### src/rtl/a429_tx_pkg.sv
package a429_tx_pkg;
   localparam int WORD_BITS = 32;

   typedef enum logic [1:0] {
      SQ_IDLE  = 2'd0,
      SQ_MARK  = 2'd1,
      SQ_SPACE = 2'd2,
      SQ_GAP   = 2'd3
   } seq_state_t;

   typedef struct packed {
      logic selftest_n;
      logic bit32_par;
      logic par_even;
      logic rate_slow;
   } tx_cfg_t;
endpackage

### src/rtl/a429_load_seq.sv
module a429_load_seq
   import a429_tx_pkg::*;
(
   input  logic                 clk,
   input  logic                 rst_n,
   input  logic [15:0]          host_data,
   input  logic                 load_lo,
   input  logic                 load_hi,
   output logic                 push,
   output logic [WORD_BITS-1:0] push_word
);
   logic [15:0] lo_q;
   logic        armed_q;

   always_ff @(posedge clk or negedge rst_n) begin
      if (!rst_n) begin
         lo_q    <= '0;
         armed_q <= 1'b0;
      end else if (load_lo) begin
         lo_q    <= host_data;
         armed_q <= 1'b1;
      end else if (load_hi) begin
         armed_q <= 1'b0;
      end
   end

   // low-half strobe has priority when both arrive together
   assign push      = load_hi && !load_lo && armed_q;
   assign push_word = {host_data, lo_q};
endmodule

### src/rtl/a429_word_fifo.sv
module a429_word_fifo #(
   parameter int DEPTH = 8,
   parameter int W     = 32
) (
   input  logic         clk,
   input  logic         rst_n,
   input  logic         push,
   input  logic [W-1:0] wdata,
   input  logic         pop,
   output logic [W-1:0] rdata,
   output logic         empty
);
   localparam int  PW   = (DEPTH > 1) ? $clog2(DEPTH) : 1;
   localparam int  CNTW = $clog2(DEPTH + 1);
   localparam bit  POW2 = ((DEPTH & (DEPTH - 1)) == 0);

   logic [W-1:0]    mem [DEPTH];
   logic [PW-1:0]   wr_ptr, rd_ptr, wr_nxt, rd_nxt;
   logic [CNTW-1:0] count;
   logic            full, do_push, do_pop;

   generate
      if (POW2) begin : g_wrap_free
         assign wr_nxt = wr_ptr + 1'b1;
         assign rd_nxt = rd_ptr + 1'b1;
      end else begin : g_wrap_cmp
         assign wr_nxt = (wr_ptr == PW'(DEPTH - 1)) ? '0 : wr_ptr + 1'b1;
         assign rd_nxt = (rd_ptr == PW'(DEPTH - 1)) ? '0 : rd_ptr + 1'b1;
      end
   endgenerate

   assign full    = (count == CNTW'(DEPTH));
   assign empty   = (count == '0);
   assign do_push = push && !full;
   assign do_pop  = pop && !empty;
   assign rdata   = mem[rd_ptr];

   always_ff @(posedge clk) begin
      if (do_push) mem[wr_ptr] <= wdata;
   end

   always_ff @(posedge clk or negedge rst_n) begin
      if (!rst_n) begin
         wr_ptr <= '0;
         rd_ptr <= '0;
         count  <= '0;
      end else begin
         if (do_push) wr_ptr <= wr_nxt;
         if (do_pop)  rd_ptr <= rd_nxt;
         unique case ({do_push, do_pop})
            2'b10:   count <= count + 1'b1;
            2'b01:   count <= count - 1'b1;
            default: count <= count;
         endcase
      end
   end

   assert_count_bound_R4: assert property (@(posedge clk) disable iff (!rst_n)
      count <= CNTW'(DEPTH));

   assert_full_drops_push_R4: assert property (@(posedge clk) disable iff (!rst_n)
      (full && push && !pop) |=> $stable(count));
endmodule

### src/rtl/a429_bit32_gen.sv
module a429_bit32_gen
   import a429_tx_pkg::*;
(
   input  logic [WORD_BITS-1:0] word_in,
   input  logic                 par_even,
   input  logic                 bit32_par,
   input  logic                 par_pin,
   output logic [WORD_BITS-1:0] framed
);
   logic ones_odd, par_bit, use_par;

   assign ones_odd = ^word_in[WORD_BITS-2:0];
   // odd sense: bit 32 tops up an even count of ones
   assign par_bit  = par_even ? ones_odd : ~ones_odd;
   assign use_par  = par_pin || bit32_par;
   assign framed   = {use_par ? par_bit : word_in[WORD_BITS-1], word_in[WORD_BITS-2:0]};
endmodule

### src/rtl/a429_serializer.sv
module a429_serializer
   import a429_tx_pkg::*;
#(
   parameter int FAST_DIV = 10,
   parameter int SLOW_DIV = 80
) (
   input  logic                 clk,
   input  logic                 rst_n,
   input  logic                 tx_en,
   input  logic                 rate_slow,
   input  logic                 fifo_empty,
   input  logic [WORD_BITS-1:0] frame,
   output logic                 pop,
   output logic                 line_one,
   output logic                 line_zero,
   output logic                 busy
);
   localparam int CW = $clog2(4 * SLOW_DIV);
   localparam int BW = $clog2(WORD_BITS);

   seq_state_t           st;
   logic [CW-1:0]        cnt, half_lim, gap_lim;
   logic [BW-1:0]        bit_idx;
   logic [WORD_BITS-1:0] sh;
   logic                 start_ok, gap_done;

   assign half_lim = rate_slow ? CW'(SLOW_DIV / 2 - 1) : CW'(FAST_DIV / 2 - 1);
   assign gap_lim  = rate_slow ? CW'(4 * SLOW_DIV - 1) : CW'(4 * FAST_DIV - 1);
   assign start_ok = tx_en && !fifo_empty;
   assign gap_done = (st == SQ_GAP) && (cnt >= gap_lim);
   assign pop      = start_ok && ((st == SQ_IDLE) || gap_done);

   always_ff @(posedge clk or negedge rst_n) begin
      if (!rst_n) begin
         st      <= SQ_IDLE;
         cnt     <= '0;
         bit_idx <= '0;
         sh      <= '0;
      end else begin
         unique case (st)
            SQ_IDLE: begin
               cnt <= '0;
               if (start_ok) begin
                  st      <= SQ_MARK;
                  sh      <= frame;
                  bit_idx <= '0;
               end
            end
            SQ_MARK: begin
               if (!tx_en) begin
                  st  <= SQ_IDLE;
                  cnt <= '0;
               end else if (cnt >= half_lim) begin
                  st  <= SQ_SPACE;
                  cnt <= '0;
               end else begin
                  cnt <= cnt + 1'b1;
               end
            end
            SQ_SPACE: begin
               if (!tx_en) begin
                  st  <= SQ_IDLE;
                  cnt <= '0;
               end else if (cnt >= half_lim) begin
                  cnt <= '0;
                  if (bit_idx == BW'(WORD_BITS - 1)) begin
                     st <= SQ_GAP;
                  end else begin
                     st      <= SQ_MARK;
                     bit_idx <= bit_idx + 1'b1;
                     sh      <= {1'b0, sh[WORD_BITS-1:1]};
                  end
               end else begin
                  cnt <= cnt + 1'b1;
               end
            end
            SQ_GAP: begin
               if (gap_done) begin
                  cnt <= '0;
                  if (start_ok) begin
                     st      <= SQ_MARK;
                     sh      <= frame;
                     bit_idx <= '0;
                  end else begin
                     st <= SQ_IDLE;
                  end
               end else begin
                  cnt <= cnt + 1'b1;
               end
            end
         endcase
      end
   end

   assign line_one  = (st == SQ_MARK) && sh[0];
   assign line_zero = (st == SQ_MARK) && !sh[0];
   assign busy      = (st == SQ_MARK) || (st == SQ_SPACE);

   assert_lines_exclusive_R13: assert property (@(posedge clk) disable iff (!rst_n)
      !(line_one && line_zero));

   assert_pulse_steady_R5: assert property (@(posedge clk) disable iff (!rst_n)
      (st == SQ_MARK && cnt != '0) |-> ($stable(line_one) && $stable(line_zero)));
endmodule

### src/rtl/a429_tx_queue.sv
module a429_tx_queue
   import a429_tx_pkg::*;
#(
   parameter int DEPTH    = 8,
   parameter int FAST_DIV = 10,
   parameter int SLOW_DIV = 80
) (
   input  logic        clk,
   input  logic        rst_n,
   input  logic [15:0] host_data,
   input  logic        cfg_wr,
   input  logic        load_lo,
   input  logic        load_hi,
   input  logic        tx_en,
   input  logic        par_pin,
   output logic        line_one,
   output logic        line_zero,
   output logic        bit_clk,
   output logic        tx_ready,
   output logic        rx1_one,
   output logic        rx1_zero,
   output logic        rx2_one,
   output logic        rx2_zero
);
   localparam int         DW        = $clog2(SLOW_DIV);
   localparam logic [3:0] CFG_RESET = 4'b1100;

   generate
      if (FAST_DIV < 2 || (FAST_DIV % 2) != 0) begin : g_bad_fast
         $error("FAST_DIV must be even and at least 2");
      end
      if (SLOW_DIV <= FAST_DIV || (SLOW_DIV % 2) != 0) begin : g_bad_slow
         $error("SLOW_DIV must be even and above FAST_DIV");
      end
      if (DEPTH < 2) begin : g_bad_depth
         $error("DEPTH must be at least 2");
      end
   endgenerate

   tx_cfg_t              cfg_q;
   logic [DW-1:0]        div_cnt, div_last, div_half;
   logic                 push, pop, fifo_empty, ser_busy;
   logic [WORD_BITS-1:0] push_word, head_word, frame;

   always_ff @(posedge clk or negedge rst_n) begin
      if (!rst_n)      cfg_q <= tx_cfg_t'(CFG_RESET);
      else if (cfg_wr) cfg_q <= tx_cfg_t'(host_data[3:0]);
   end

   assign div_last = cfg_q.rate_slow ? DW'(SLOW_DIV - 1) : DW'(FAST_DIV - 1);
   assign div_half = cfg_q.rate_slow ? DW'(SLOW_DIV / 2) : DW'(FAST_DIV / 2);

   always_ff @(posedge clk or negedge rst_n) begin
      if (!rst_n)                  div_cnt <= '0;
      else if (div_cnt >= div_last) div_cnt <= '0;
      else                          div_cnt <= div_cnt + 1'b1;
   end
   assign bit_clk = (div_cnt < div_half);

   a429_load_seq u_load (
      .clk       (clk),
      .rst_n     (rst_n),
      .host_data (host_data),
      .load_lo   (load_lo),
      .load_hi   (load_hi),
      .push      (push),
      .push_word (push_word)
   );

   a429_word_fifo #(.DEPTH(DEPTH), .W(WORD_BITS)) u_fifo (
      .clk   (clk),
      .rst_n (rst_n),
      .push  (push),
      .wdata (push_word),
      .pop   (pop),
      .rdata (head_word),
      .empty (fifo_empty)
   );

   a429_bit32_gen u_b32 (
      .word_in   (head_word),
      .par_even  (cfg_q.par_even),
      .bit32_par (cfg_q.bit32_par),
      .par_pin   (par_pin),
      .framed    (frame)
   );

   a429_serializer #(.FAST_DIV(FAST_DIV), .SLOW_DIV(SLOW_DIV)) u_ser (
      .clk        (clk),
      .rst_n      (rst_n),
      .tx_en      (tx_en),
      .rate_slow  (cfg_q.rate_slow),
      .fifo_empty (fifo_empty),
      .frame      (frame),
      .pop        (pop),
      .line_one   (line_one),
      .line_zero  (line_zero),
      .busy       (ser_busy)
   );

   assign tx_ready = fifo_empty && !ser_busy;
   assign rx1_one  = !cfg_q.selftest_n && line_one;
   assign rx1_zero = !cfg_q.selftest_n && line_zero;
   assign rx2_one  = !cfg_q.selftest_n && line_zero;
   assign rx2_zero = !cfg_q.selftest_n && line_one;

   assert_ready_drops_R3: assert property (@(posedge clk) disable iff (!rst_n)
      (push && !ser_busy) |=> !tx_ready);
endmodule

### config.mk
export PLATFORM = sky130hd
export DESIGN_NAME = a429_tx_queue
export DESIGN_NICKNAME = d
export VERILOG_FILES = /design/src/rtl/a429_tx_pkg.sv /design/src/rtl/a429_load_seq.sv /design/src/rtl/a429_word_fifo.sv /design/src/rtl/a429_bit32_gen.sv /design/src/rtl/a429_serializer.sv /design/src/rtl/a429_tx_queue.sv
export SDC_FILE = /design/constraint.sdc
export NUM_CORES = 1
export LEC_CHECK = 0
export ABC_AREA = 1
export BUFFER_PORTS_ARGS = -buffer_cell sky130_fd_sc_hd__buf_2
export CAP_MARGIN = 20
export CELL_PAD_IN_SITES_DETAIL_PLACEMENT = 1
export CELL_PAD_IN_SITES_GLOBAL_PLACEMENT = 2
export CORE_ASPECT_RATIO = 0.75
export CORE_MARGIN = 4
export CORE_UTILIZATION = 25
export DETAILED_ROUTE_END_ITERATION = 6
export PLACE_DENSITY_LB_ADDON = 0.1
export SLEW_MARGIN = 20
export SYNTH_ARGS = -nofsm -noshare
export SYNTH_HDL_FRONTEND = slang
export SYNTH_SLANG_ARGS = --single-unit
### constraint.sdc
create_clock -name clk -period 6.2 [get_ports clk]
set_input_delay 0.31 -clock clk [delete_from_list [all_inputs] [get_ports clk]]
set_output_delay 0.31 -clock clk [all_outputs]
set_load 0.005 [all_outputs]
# Word-level counts from Yosys, hierarchy flattened
# Memories as Yosys holds them, arrays and structs flattened.
# Cells that the tools add are included.
[word_totals]
output_inout_bits = 8
regBits = 86
word_cells = 108
memories = 1
ram_bits = 256
[classes]
order_cmp = 4
n_mux = 37
addsub = 7
bitwise = 1
reduce_logical = 30
eq_ne = 14
[memory_table]
columns = ["name", "words", "width", "read_ports", "rd_clocked_by_memory_dff", "wr", "line_no", "rtl"]
rows = [
  ["u_fifo.mem", 8, 32, 1, 0, 1, "a429_word_fifo.sv:17", "logic [W-1:0] mem [DEPTH];"],
]
[ops]
columns = ["cell", "count"]
rows = [
  ["$mux W32", 5],
  ["$pmux W32 S3", 1],
  ["$mux W9", 4],
  ["$reduce_xor A31 Y1", 1],
  ["$pmux W9 S3", 1],
  ["$mux W5", 5],
  ["$ge A9 B9 Y1", 2],
  ["$pmux W5 S3", 1],
  ["$mux W2", 7],
  ["$mux W7", 2],
  ["$logic_and A1 B1 Y1", 12],
  ["$mux W6", 2],
  ["$add A9 B1 Y9 const B", 1],
  ["$pmux W2 S4", 1],
  ["$pmux W4 S2", 1],
  ["$add A7 B1 Y7 const B", 1],
  ["$ge A7 B7 Y1", 1],
  ["$lt A7 B6 Y1", 1],
  ["$mux W1", 7],
  ["$add A3 B1 Y3 const B", 2],
  ["$eq A2 B2 Y1 const B", 3],
  ["$logic_not A1 Y1", 6],
  ["$ne A2 B1 Y1 const B", 3],
  ["$ne A3 B2 Y1 const B", 2],
  ["16 further kinds", 21],
]

# Logic depth before layout (Yosys ltp)
# Gate-level depths: netlist of the first run.
[logic_depth]
word_depth = 8
mapped_depth = 25
ltp_nobuf = 23

# Modules after synthesis
# Synthesis of the first run repeated with hierarchy kept, for this count alone.
[hier_totals]
hier_cells = 1960
area_unflattened_um2 = 17151.4
[modules_own_cells]
columns = ["mod", "cells_per_inst", "area_each_um2", "instances"]
rows = [
  ["a429_word_fifo", 1188, 11636.2, 1],
  ["a429_serializer", 398, 3079.2, 1],
  ["a429_bit32_gen", 201, 958.4, 1],
  ["a429_load_seq", 91, 807.0, 1],
  ["a429_tx_queue", 82, 670.6, 1],
]

# Least setup slack after synthesis of the first run
# Ideal clock, no wire load.
[synth_path]
path_kind = "in2reg"
start = "input port load_lo"
end = "memory u_fifo.mem[0][0] (enable)"
path_slack_ns = 3.074
stages = 7
arrival_time_ns = 2.705
t_required_ns = 5.779
setup_time_ns = 0.421
path_cell_list = "clkbuf_1 > clkinv_1 > nand3_1 > a21oi_1 > inv_1 > or2_2 > nor2_1"
[synth_via]
elab_chain_len = 6
[synth_rtl]
columns = ["item", "line_no", "rtl"]
rows = [
  ["from (decl)", "a429_tx_queue.sv:12", "input logic load_lo,"],
  ["$logic_not A1 Y1", "a429_load_seq.sv:28", "assign push = load_hi && !load_lo && armed_q;"],
  ["$logic_and A1 B1 Y1 (2 in a row)", "a429_load_seq.sv:28", ""],
  ["$logic_and A1 B1 Y1", "a429_word_fifo.sv:34", "assign do_push = push && !full;"],
  ["$mux W1", "a429_word_fifo.sv:39", "if (do_push) mem[wr_ptr] <= wdata;"],
  ["$mux W1 (not written as such)", "a429_word_fifo.sv:39", ""],
  ["to (decl)", "a429_word_fifo.sv:17", ""],
]
# Every way passes these cells.

# Worst setup path after layout of the first run
[layout_path]
start = "register u_fifo.rd_ptr[1]"
end = "register u_ser.sh[31]"
[layout_via]
elab_chain_len = 8
[layout_rtl]
columns = ["item", "line_no", "rtl"]
rows = [
  ["from (decl)", "a429_word_fifo.sv:18", "logic [PW-1:0] wr_ptr, rd_ptr, wr_nxt, rd_nxt;"],
  ["from (signal assigned)", "a429_word_fifo.sv:49", "if (do_pop) rd_ptr <= rd_nxt;"],
  ["$mem_v2 Z8 W32 *", "-", ""],
  ["$reduce_xor A31 Y1", "a429_bit32_gen.sv:12", "assign ones_odd = ^word_in[WORD_BITS-2:0];"],
  ["$not A1 Y1", "a429_bit32_gen.sv:14", "assign par_bit = par_even ? ones_odd : ~ones_odd;"],
  ["$mux W1", "a429_bit32_gen.sv:14", ""],
  ["$mux W1 *", "a429_bit32_gen.sv:16", "assign framed = {use_par ? par_bit : word_in[WORD_BITS-1], word_in[WORD_BITS-2:0]};"],
  ["$mux W32 *", "a429_serializer.sv:43, a429_serializer.sv:80", ""],
  ["$mux W32", "a429_serializer.sv:78", "if (gap_done) begin"],
  ["$pmux W32 S3 *", "a429_serializer.sv:40", "unique case (st)"],
  ["to (signal assigned)", "a429_serializer.sv:45", "sh <= frame;"],
  ["to (signal assigned)", "a429_serializer.sv:71", "sh <= {1'b0, sh[WORD_BITS-1:1]};"],
  ["to (signal assigned)", "a429_serializer.sv:82", "sh <= frame;"],
  ["to (decl)", "a429_serializer.sv:24", "logic [WORD_BITS-1:0] sh;"],
]
# Every way passes the cells marked *; elsewhere a longest branch is shown, timed or not. The select of a mux whose other input is x is not followed.
# A chain may end at the register's enable or synchronous reset.

==> results of run 1 <==
## flip-flops by register name (all words and copies together), names as in the netlist
register / cells
u_fifo.count: 4
div_cnt: 7
u_load.armed_q: 1
u_ser.cnt: 9
u_fifo.wr_ptr: 3
cfg_q: 4
u_load.lo_q: 16
u_ser.st: 2
u_fifo.mem: 256
u_ser.bit_idx: 5
u_ser.sh: 32
u_fifo.rd_ptr: 3
## report_power, final
group	switching, W	total [W]	leakage (nW)	internal (W)
clock network	0.00103	0.00268	0.732	0.00165
logic	0.00265	0.00369	4.50	0.00104
registers	0.000240	0.00299	3.38	0.00275
total	0.00393	0.00936	8.61	0.00544
## per-layer routing
metal / GRT usage (%) / vias up
li1: - / 5821
met1: 23.5 / 5751
met3: 2.07 / 57
met5: 0 / -
met2: 23.4 / 101
met4: 3.12 / 0
## worst max-delay path by stage
stage,from,endpoint,slack [ps]
6_report,u_fifo.rd_ptr[1]$_DFFE_PN0P_,u_ser.sh[31]$_DFFE_PN0P_,2330
5_1_grt,u_fifo.rd_ptr[1]$_DFFE_PN0P_,u_ser.sh[31]$_DFFE_PN0P_,1930
4_1_cts,u_fifo.rd_ptr[1]$_DFFE_PN0P_,u_ser.sh[31]$_DFFE_PN0P_,2320
3_5_place_dp,u_fifo.rd_ptr[1]$_DFFE_PN0P_,u_ser.sh[31]$_DFFE_PN0P_,2310
3_3_place_gp,u_fifo.rd_ptr[1]$_DFFE_PN0P_,u_ser.sh[31]$_DFFE_PN0P_,2270
2_1_floorplan,load_lo,u_fifo.mem[0][0]$_DFFE_PP_,3070
## area by class of cell
| cell class | instances | area (um2) | share of cell area [%] |
|---|---|---|---|
| flip-flops and latches | 342 | 9850 | 52.3 |
| multi-input cells | 1152 | 5130 | 27.3 |
| clock buffers | 59 | 1240 | 6.58 |
| well taps | 861 | 1080 | 5.72 |
| inverters | 247 | 932 | 4.95 |
| repair buffers | 51 | 328 | 1.74 |
| clock inverters | 20 | 263 | 1.40 |
## Yosys cell counts (all sizes together), types with 2 or more instances
cell | instances | area, um2
nand2 | 751 | 2820
edfxtp | 256 | 7690
inv | 243 | 915
nand3 | 173 | 866
dfrtp | 84 | 2100
o21ai | 78 | 390
nor2 | 64 | 240
buf | 48 | 319
ha | 27 | 338
clkbuf | 26 | 97.6
a21oi | 16 | 80.1
xor2 | 12 | 105
nor3 | 7 | 35.0
clkinv | 4 | 15.0
a31oi | 3 | 18.8
nor3b | 3 | 22.5
o21a | 3 | 22.5
a211oi | 2 | 15.0
dfstp | 2 | 52.6
mux2 | 2 | 22.5
## critical path: cells and delay by family (launching register included)
family                 cells  cell delay [ps]
buffers and inverters      3             1350
flip-flops                 1              640
AND/OR/NAND/NOR           18             1740
## metrics by stage
step	power [W]	cells	utilization [%]	hold slack, ps
2_1_floorplan	0.00556	1815	-	14.4
3_3_place_gp	0.00680	2651	27.0	347
3_5_place_dp	0.00681	2651	27.0	342
4_1_cts	0.00956	2732	29.4	22.4
5_1_grt	0.0102	2732	29.4	43.3
6_report	0.00936	2732	29.4	52.5
## placed cells by master, fill, tap and decap left out, drive strengths merged, types with 3 or more instances in the layout
cell / n
xor2: 12
buf: 49
clkinv: 12
dfrtp: 84
clkinvlp: 3
nor3: 7
a31oi: 3
o21ai: 78
o21a: 3
nand3: 173
inv: 246
ha: 27
nand2: 751
bufinv: 6
nor2: 64
nor3b: 3
a21oi: 16
edfxtp: 256
clkbuf: 59
## cell families after synthesis
logic type,after synthesis
muxes,2
and+or+nand+nor,1001
xor gates and xnor gates,13
DFF,342
adders and majority gates,28
AOI/OAI and AO/OA,108
buffers and inverters,321
==> impl_metrics.json, run 1 <==
{
  "outcome": "completed",
  "ys_ff_latch": 342,
  "cts_num_sinks": 342,
  "yosys.area_share.xor_xnor_pct": 0.700,
  "worst-slew-pin-transition_ps": 877,
  "met3_wirelength_um": 1380,
  "area_growth_syn_to_layout_pct": 15.8,
  "synth-compound-area-share_pct": 3.52,
  "fillerInstances": 7405,
  "leakagePower_nw": 8.61,
  "tns_ps": 0,
  "sequential_cell_area_fraction_in_the_yosys_report_pct": 60.5,
  "worst_hold_path.endpoint": "u_fifo.mem[7][25]$_DFFE_PP_",
  "critical_path.reg2reg.endpoint": "u_ser.sh[31]$_DFFE_PN0P_",
  "synth-warning-count": 0,
  "final_cell_area_mm2": 0.0188,
  "grt_setup_unrepaired": "no",
  "track_usage_pct": 15.5,
  "met2_length_um": 22200,
  "worst-endpoint-arrival_ps": 4330,
  "crit_path_cell_trace": "inv_2 > buf_4 > nand3_1 > nand2_1 > nand2_1 > nand2_1 > nand2_1 > nand2_1 > nand2_1 > nand2_1 > nand2_1 > nand2_1 > inv_1 > nand2_1 > nand2_1 > nand2_1 > nand2_1 > nand2_1 > nand3_1 > nand2_1 > nand2_1",
  "setup_slack_ps": 2330,
  "maxSlewHeadroom_pct": 41.4,
  "topmost_layer_with_routed_signal_wires": "met4",
  "synth_flop_cell": "sky130_fd_sc_hd__edfxtp_1",
  "final_routed_drc_violation_total": 0,
  "synthSimpleGateAreaFrac_pct": 24.6,
  "detail_route.vias_per_cell": 4.29,
  "finalHoldViolations": 0,
  "post_synthesis_mux_area_share_pct": 0.139,
  "nets": 1888,
  "drt_pass1_iterations": 4,
  "layout-drive-gt1-share_pct": 7.54,
  "grt_pass1_vias": 12483,
  "clk_pin_slew_ps": 60,
  "synthesis.instances": 1815,
  "cts.path.max_buffers": 3,
  "synth_enable_flop_cells": 256,
  "io_pins": 31,
  "timing.reg2reg.worst_path_depth": 21,
  "reg2reg_from": "u_fifo.rd_ptr[1]$_DFFE_PN0P_",
  "ir_worst_vdd_mv": 0.280,
  "finalClockSkew_ps": 16.9,
  "async_reset_ff_share_pct": 25.1,
  "postPlaceCellArea_mm2": 0.0173,
  "clock.fmax_mhz": 258,
  "timing.hold.worst.start": "host_data[9]",
  "timing.hold.worst_path_depth": 1,
  "cts_hold_repair.buffers": 2,
  "cts_post_setup_buffers_inserted": 0,
  "dp.final_hpwl_um": 31300,
  "worstSetupPathType": "flop to flop",
  "initial_antenna_violation_count": 1,
  "finalMaxSlewViolations": 0,
  "portBuffers": 30,
  "detail_route.iter0.violations": 603,
  "critPathMaxFanout": 38,
  "floorplan.initialDensity_pct": 25.4,
  "finalWeightedCongestion": 0.722,
  "grt.overflow.total": 0,
  "synth_area_in_adders_pct": 2.20,
  "numCtsBuffers": 43,
  "critPathRequiredTime_ps": 6660,
  "final.min_clock_period_ps": 3870,
  "setup.reg_to_reg.worst_slack_ps": 2330,
  "timing.max_cap.violations": 0,
  "worst_skew_pair.late_latency_ps": 560,
  "synthesis.area_mm2": 0.0163,
  "crit_path_start_kind": "flop",
  "die_w_um": 302,
  "synthesis.area_per_instance_um2": 8.96,
  "insertedDiodeCount": 0,
  "met1_length_um": 28100,
  "core.rowCount": 80,
  "holdCritPathClass": "input pin to flop",
  "htreeDepth": 2,
  "ctsRootBufferMaster": "sky130_fd_sc_hd__clkbuf_16",
  "setup.worst_path.end_class": "flop",
  "drt-total-wl_um": 52400,
  "final-setup-viol-count": 0,
  "post_cts_resize_count": 0,
  "cpPeakStageDelay_ps": 670,
  "dieArea_mm2": 0.0692,
  "timing.final.crit_share_pct": 62.5,
  "avgRoutedWirePerCell_um": 19.2,
  "core_area_mm2": 0.0640,
  "crit_top_cell": "sky130_fd_sc_hd__nand2_1",
  "critPathSlowestCell": "sky130_fd_sc_hd__buf_4",
  "ys_types": 37,
  "grt_start_max_net_pins": 135,
  "synth_top_family_by_area": "simple AND/OR/NAND/NOR gates",
  "tritoncts_clock_tree": "built",
  "detailroute.via_count": 11730,
  "pwr_density_cell_mw_per_mm2": 497,
  "die_h_um": 229,
  "synth.net_count": 1866,
  "dp_slack_ps": 2310,
  "grt_pass1_wl_um": 80600,
  "route.antenna.remaining_nets": 0
}
(Power assumes the default switching activity.)
==> run 2: changes to the inputs <==
- ABC_AREA: 1 -> 0
- clock period: 6.2 -> 3.5 ns (I/O delays scaled with it)
==> run 2 against run 1 <==
Register-to-register slack got worse by 2100 ps. Largest power group unchanged. Global-route usage fell by 2.7 points. Count of clock-buffer cells in the layout is 2 lower. Sequential power increased by 77%. Wire length decreased by 26%. Core utilization increased by 1.0 points. Setup slack worse by 2100 ps. Critical endpoint unchanged. Sequential cell count unchanged. Power up 67%. Fmax increased by 17%.
==> impl_metrics.json, run 2 <==
{
  "numCtsBuffers": 40,
  "timing.max_cap.violations": 0,
  "final_cell_area_mm2": 0.0171,
  "worst_hold_path.endpoint": "u_ser.sh[31]$_DFFE_PN0P_",
  "synth.net_count": 941,
  "synth_top_area_share_pct": 54.0,
  "route.antenna.remaining_nets": 0,
  "critPathMaxFanout": 14,
  "tritoncts_clock_tree": "built",
  "grt.overflow.total": 0,
  "cpPeakStageDelay_ps": 590,
  "max_flop_register": "u_fifo.mem",
  "finalClockSkew_ps": 36.7,
  "mostFrequentLayoutCell": "sky130_fd_sc_hd__edfxtp_1",
  "ys_types": 49,
  "sequential_cell_area_fraction_in_the_yosys_report_pct": 69.1,
  "dieArea_mm2": 0.0609,
  "track_usage_pct": 12.8,
  "grt_setup_unrepaired": "no",
  "cts.path.max_buffers": 3,
  "layout-drive-gt1-share_pct": 21.2,
  "crit_path_start_kind": "flop",
  "ctsRootBufferMaster": "sky130_fd_sc_hd__clkbuf_16",
  "async_reset_ff_share_pct": 25.1,
  "ys_ff_latch": 342,
  "post-layout-total-power_w": 0.0156,
  "grt_start_max_net_pins": 72,
  "nets": 1033,
  "detail_route.iter0.violations": 398,
  "fillerInstances": 5812,
  "finalMaxSlewViolations": 0,
  "initial_antenna_violation_count": 0,
  "cts_num_sinks": 342,
  "tns_ps": 0,
  "ir_worst_vdd_mv": 0.558,
  "layout_common_cells": "256 x sky130_fd_sc_hd__edfxtp_1, 82 x sky130_fd_sc_hd__dfrtp_1, 74 x sky130_fd_sc_hd__nor2_1, 56 x sky130_fd_sc_hd__mux2i_1, 55 x sky130_fd_sc_hd__a21oi_1",
  "final.min_clock_period_ps": 3300,
  "maxSlewHeadroom_pct": 41.8,
  "reg2reg_from": "u_fifo.rd_ptr[1]$_DFFE_PN0P_",
  "synthesis.instances": 890,
  "synth-warning-count": 0,
  "core_area_mm2": 0.0561,
  "worst_skew_pair.late_latency_ps": 570,
  "insertedDiodeCount": 0,
  "reg_top3": "u_fifo.mem (256), u_ser.sh (32), u_load.lo_q (16)",
  "area_growth_syn_to_layout_pct": 20.0,
  "worstSetupPathType": "flop to flop",
  "io_pins": 31,
  "synthesis.area_mm2": 0.0142,
  "synthTopCellsByCount": "256 x sky130_fd_sc_hd__edfxtp_1, 84 x sky130_fd_sc_hd__dfrtp_1, 81 x sky130_fd_sc_hd__nor2_1",
  "pwr_density_cell_mw_per_mm2": 913,
  "post_synth_main_area_contributors": "sky130_fd_sc_hd__edfxtp_1 54%, sky130_fd_sc_hd__dfrtp_1 15%, sky130_fd_sc_hd__mux4_2 5.5%",
  "grt_pass1_wl_um": 57800,
  "core.rowCount": 75,
  "timing.reg2reg.worst_path_depth": 10,
  "die_w_um": 284,
  "die_h_um": 215,
  "synth_enable_flop_cells": 256,
  "final-setup-viol-count": 0,
  "critPathRequiredTime_ps": 3980,
  "drt_pass1_iterations": 4,
  "holdCritPathClass": "input pin to flop",
  "flip_flop_count_of_the_largest_register_after_layout": 256,
  "crit_path_cell_trace": "buf_4 > buf_4 > mux2i_1 > a22oi_1 > o21ai_0 > xnor2_1 > xnor3_1 > xnor3_1 > xnor3_1 > o21ai_1",
  "final_hold_slack_ps": 17.9,
  "clock.fmax_mhz": 303,
  "floorplan.initialDensity_pct": 25.4,
  "critPathSlowestCell": "sky130_fd_sc_hd__dfrtp_4",
  "drt-total-wl_um": 38800,
  "setup.worst_path.end_class": "flop",
  "synth_largest_area_cell": "sky130_fd_sc_hd__edfxtp_1",
  "postPlaceCellArea_mm2": 0.0156,
  "critical_path.reg2reg.endpoint": "u_ser.sh[31]$_DFFE_PN0P_",
  "finalHoldViolations": 0,
  "grt_pass1_vias": 8364,
  "detailroute.via_count": 7722,
  "clk_pin_slew_ps": 60,
  "synthesis.area_per_instance_um2": 16.0,
  "timing.hold.worst.start": "par_pin",
  "worst-slew-pin-transition_ps": 865,
  "final_routed_drc_violation_total": 0,
  "detail_route.vias_per_cell": 4.43,
  "worst-endpoint-arrival_ps": 3780,
  "portBuffers": 30,
  "synth_flop_cell": "sky130_fd_sc_hd__edfxtp_1",
  "avgRoutedWirePerCell_um": 22.3,
  "final_core_util_pct": 30.5,
  "dp.final_hpwl_um": 23800,
  "timing.hold.worst_path_depth": 3,
  "htreeDepth": 2,
  "timing.final.crit_share_pct": 94.2,
  "most_used_standard_cell_by_instance_count_after_synthesis": "sky130_fd_sc_hd__edfxtp_1",
  "outcome": "completed",
  "cts_post_setup_buffers_inserted": 0,
  "crit_top_cell": "sky130_fd_sc_hd__xnor3_1",
  "setup.reg_to_reg.worst_slack_ps": 200,
  "finalWeightedCongestion": 0.674,
  "leakagePower_nw": 6.12
}
==> run 2: cell types whose count changed in the layout (fill, tap and decap cells not counted), moves of 7 or more <==
cell | before | now
sky130_fd_sc_hd__a21oi_1 | 16 | 55
sky130_fd_sc_hd__a22oi_1 | 1 | 24
sky130_fd_sc_hd__buf_4 | 19 | 40
sky130_fd_sc_hd__dlygate4sd3_1 | 2 | 18
sky130_fd_sc_hd__inv_1 | 239 | 17
sky130_fd_sc_hd__mux2_2 | 2 | 28
sky130_fd_sc_hd__mux2i_1 | 0 | 56
sky130_fd_sc_hd__mux4_2 | 0 | 35
sky130_fd_sc_hd__nand2_1 | 751 | 26
sky130_fd_sc_hd__nand3_1 | 172 | 11
sky130_fd_sc_hd__nor2_1 | 56 | 74
sky130_fd_sc_hd__o21ai_0 | 70 | 43
sky130_fd_sc_hd__o21ai_1 | 8 | 1
sky130_fd_sc_hd__xnor2_1 | 1 | 33
==> run 2: cells by family after synthesis <==
| logic type | count (synthesis) | share of synthesized area (%) |
|---|---|---|
| mux | 125 | 12.8 |
| fa+ha+maj | 28 | 2.51 |
| compound gates | 143 | 5.89 |
| simple gates | 143 | 4.33 |
| xor+xnor | 48 | 3.24 |
| flops | 342 | 69.1 |
| buf+inv | 61 | 2.19 |
==> run 2: layout make-up <==
cell class                      instances  area (um2)  share of cell area, %
Clock buffer                           57        1110                   6.47
Tap cell                              731         915                   5.35
Clock inverter                         17         220                   1.29
Timing Repair Buffer                   94         766                   4.48
Multi-Input combinational cell        487        4180                   24.5
Sequential cell                       342        9850                   57.6
Inverter                               17        63.8                  0.373
==> run 2: metal layers <==
layer	global-route usage, %	share of wire [%]	routed length, um	vias to the layer above
met1	19.6	51	19800	3999
li1	-	-	-	3568
met2	18.8	43	16800	111
met3	2.32	4.3	1680	44
met4	2.97	1.5	582	0
met5	0	0	0	-
==> run 2: where the power goes <==
part | internal [W] | switching (W) | leakage, nW
Combinational | 0.00294 | 0.00311 | 2.15
Clock | 0.00252 | 0.00173 | 0.641
Sequential | 0.00490 | 0.000397 | 3.33
==> run 2: worst max path at each step <==
stage / startpoint / endpoint / slack (ps) / cells past startpoint
finish: u_fifo.rd_ptr[1]$_DFFE_PN0P_ / u_ser.sh[31]$_DFFE_PN0P_ / 200 / 10
global placement: u_fifo.rd_ptr[1]$_DFFE_PN0P_ / u_ser.sh[31]$_DFFE_PN0P_ / 220 / 8
CTS: u_fifo.rd_ptr[1]$_DFFE_PN0P_ / u_ser.sh[31]$_DFFE_PN0P_ / 140 / 10
detailed placement: u_fifo.rd_ptr[1]$_DFFE_PN0P_ / u_ser.sh[31]$_DFFE_PN0P_ / 190 / 8
global route: u_fifo.rd_ptr[1]$_DFFE_PN0P_ / u_ser.sh[31]$_DFFE_PN0P_ / 10 / 10
floorplan: cfg_q[0]$_DFFE_PN0P_ / u_fifo.count[3]$_DFFE_PN0P_ / 380 / 16
==> run 2: stage by stage <==
step                      setup WS (ps)  instances
after floorplan                     384        890
after global placement              223       1653
after detailed placement            195       1653
after CTS                           137       1745
after global routing               12.7       1745
final                               202       1745
==> run 2: repair_timing <==
action | in CTS | in global routing
hold buffers | 18 | 0
resized for setup | 0 | 0
endpoints found under the hold margin | 174 | 0
==> run 2: critical path, delay by kind of cell (launching register included) <==
family | cells | cell delay (ps)
xor gates and xnor gates | 4 | 1200
AOI/OAI and AO/OA | 3 | 720
DFF | 1 | 590
buffers and inverters | 2 | 570
muxes | 1 | 100
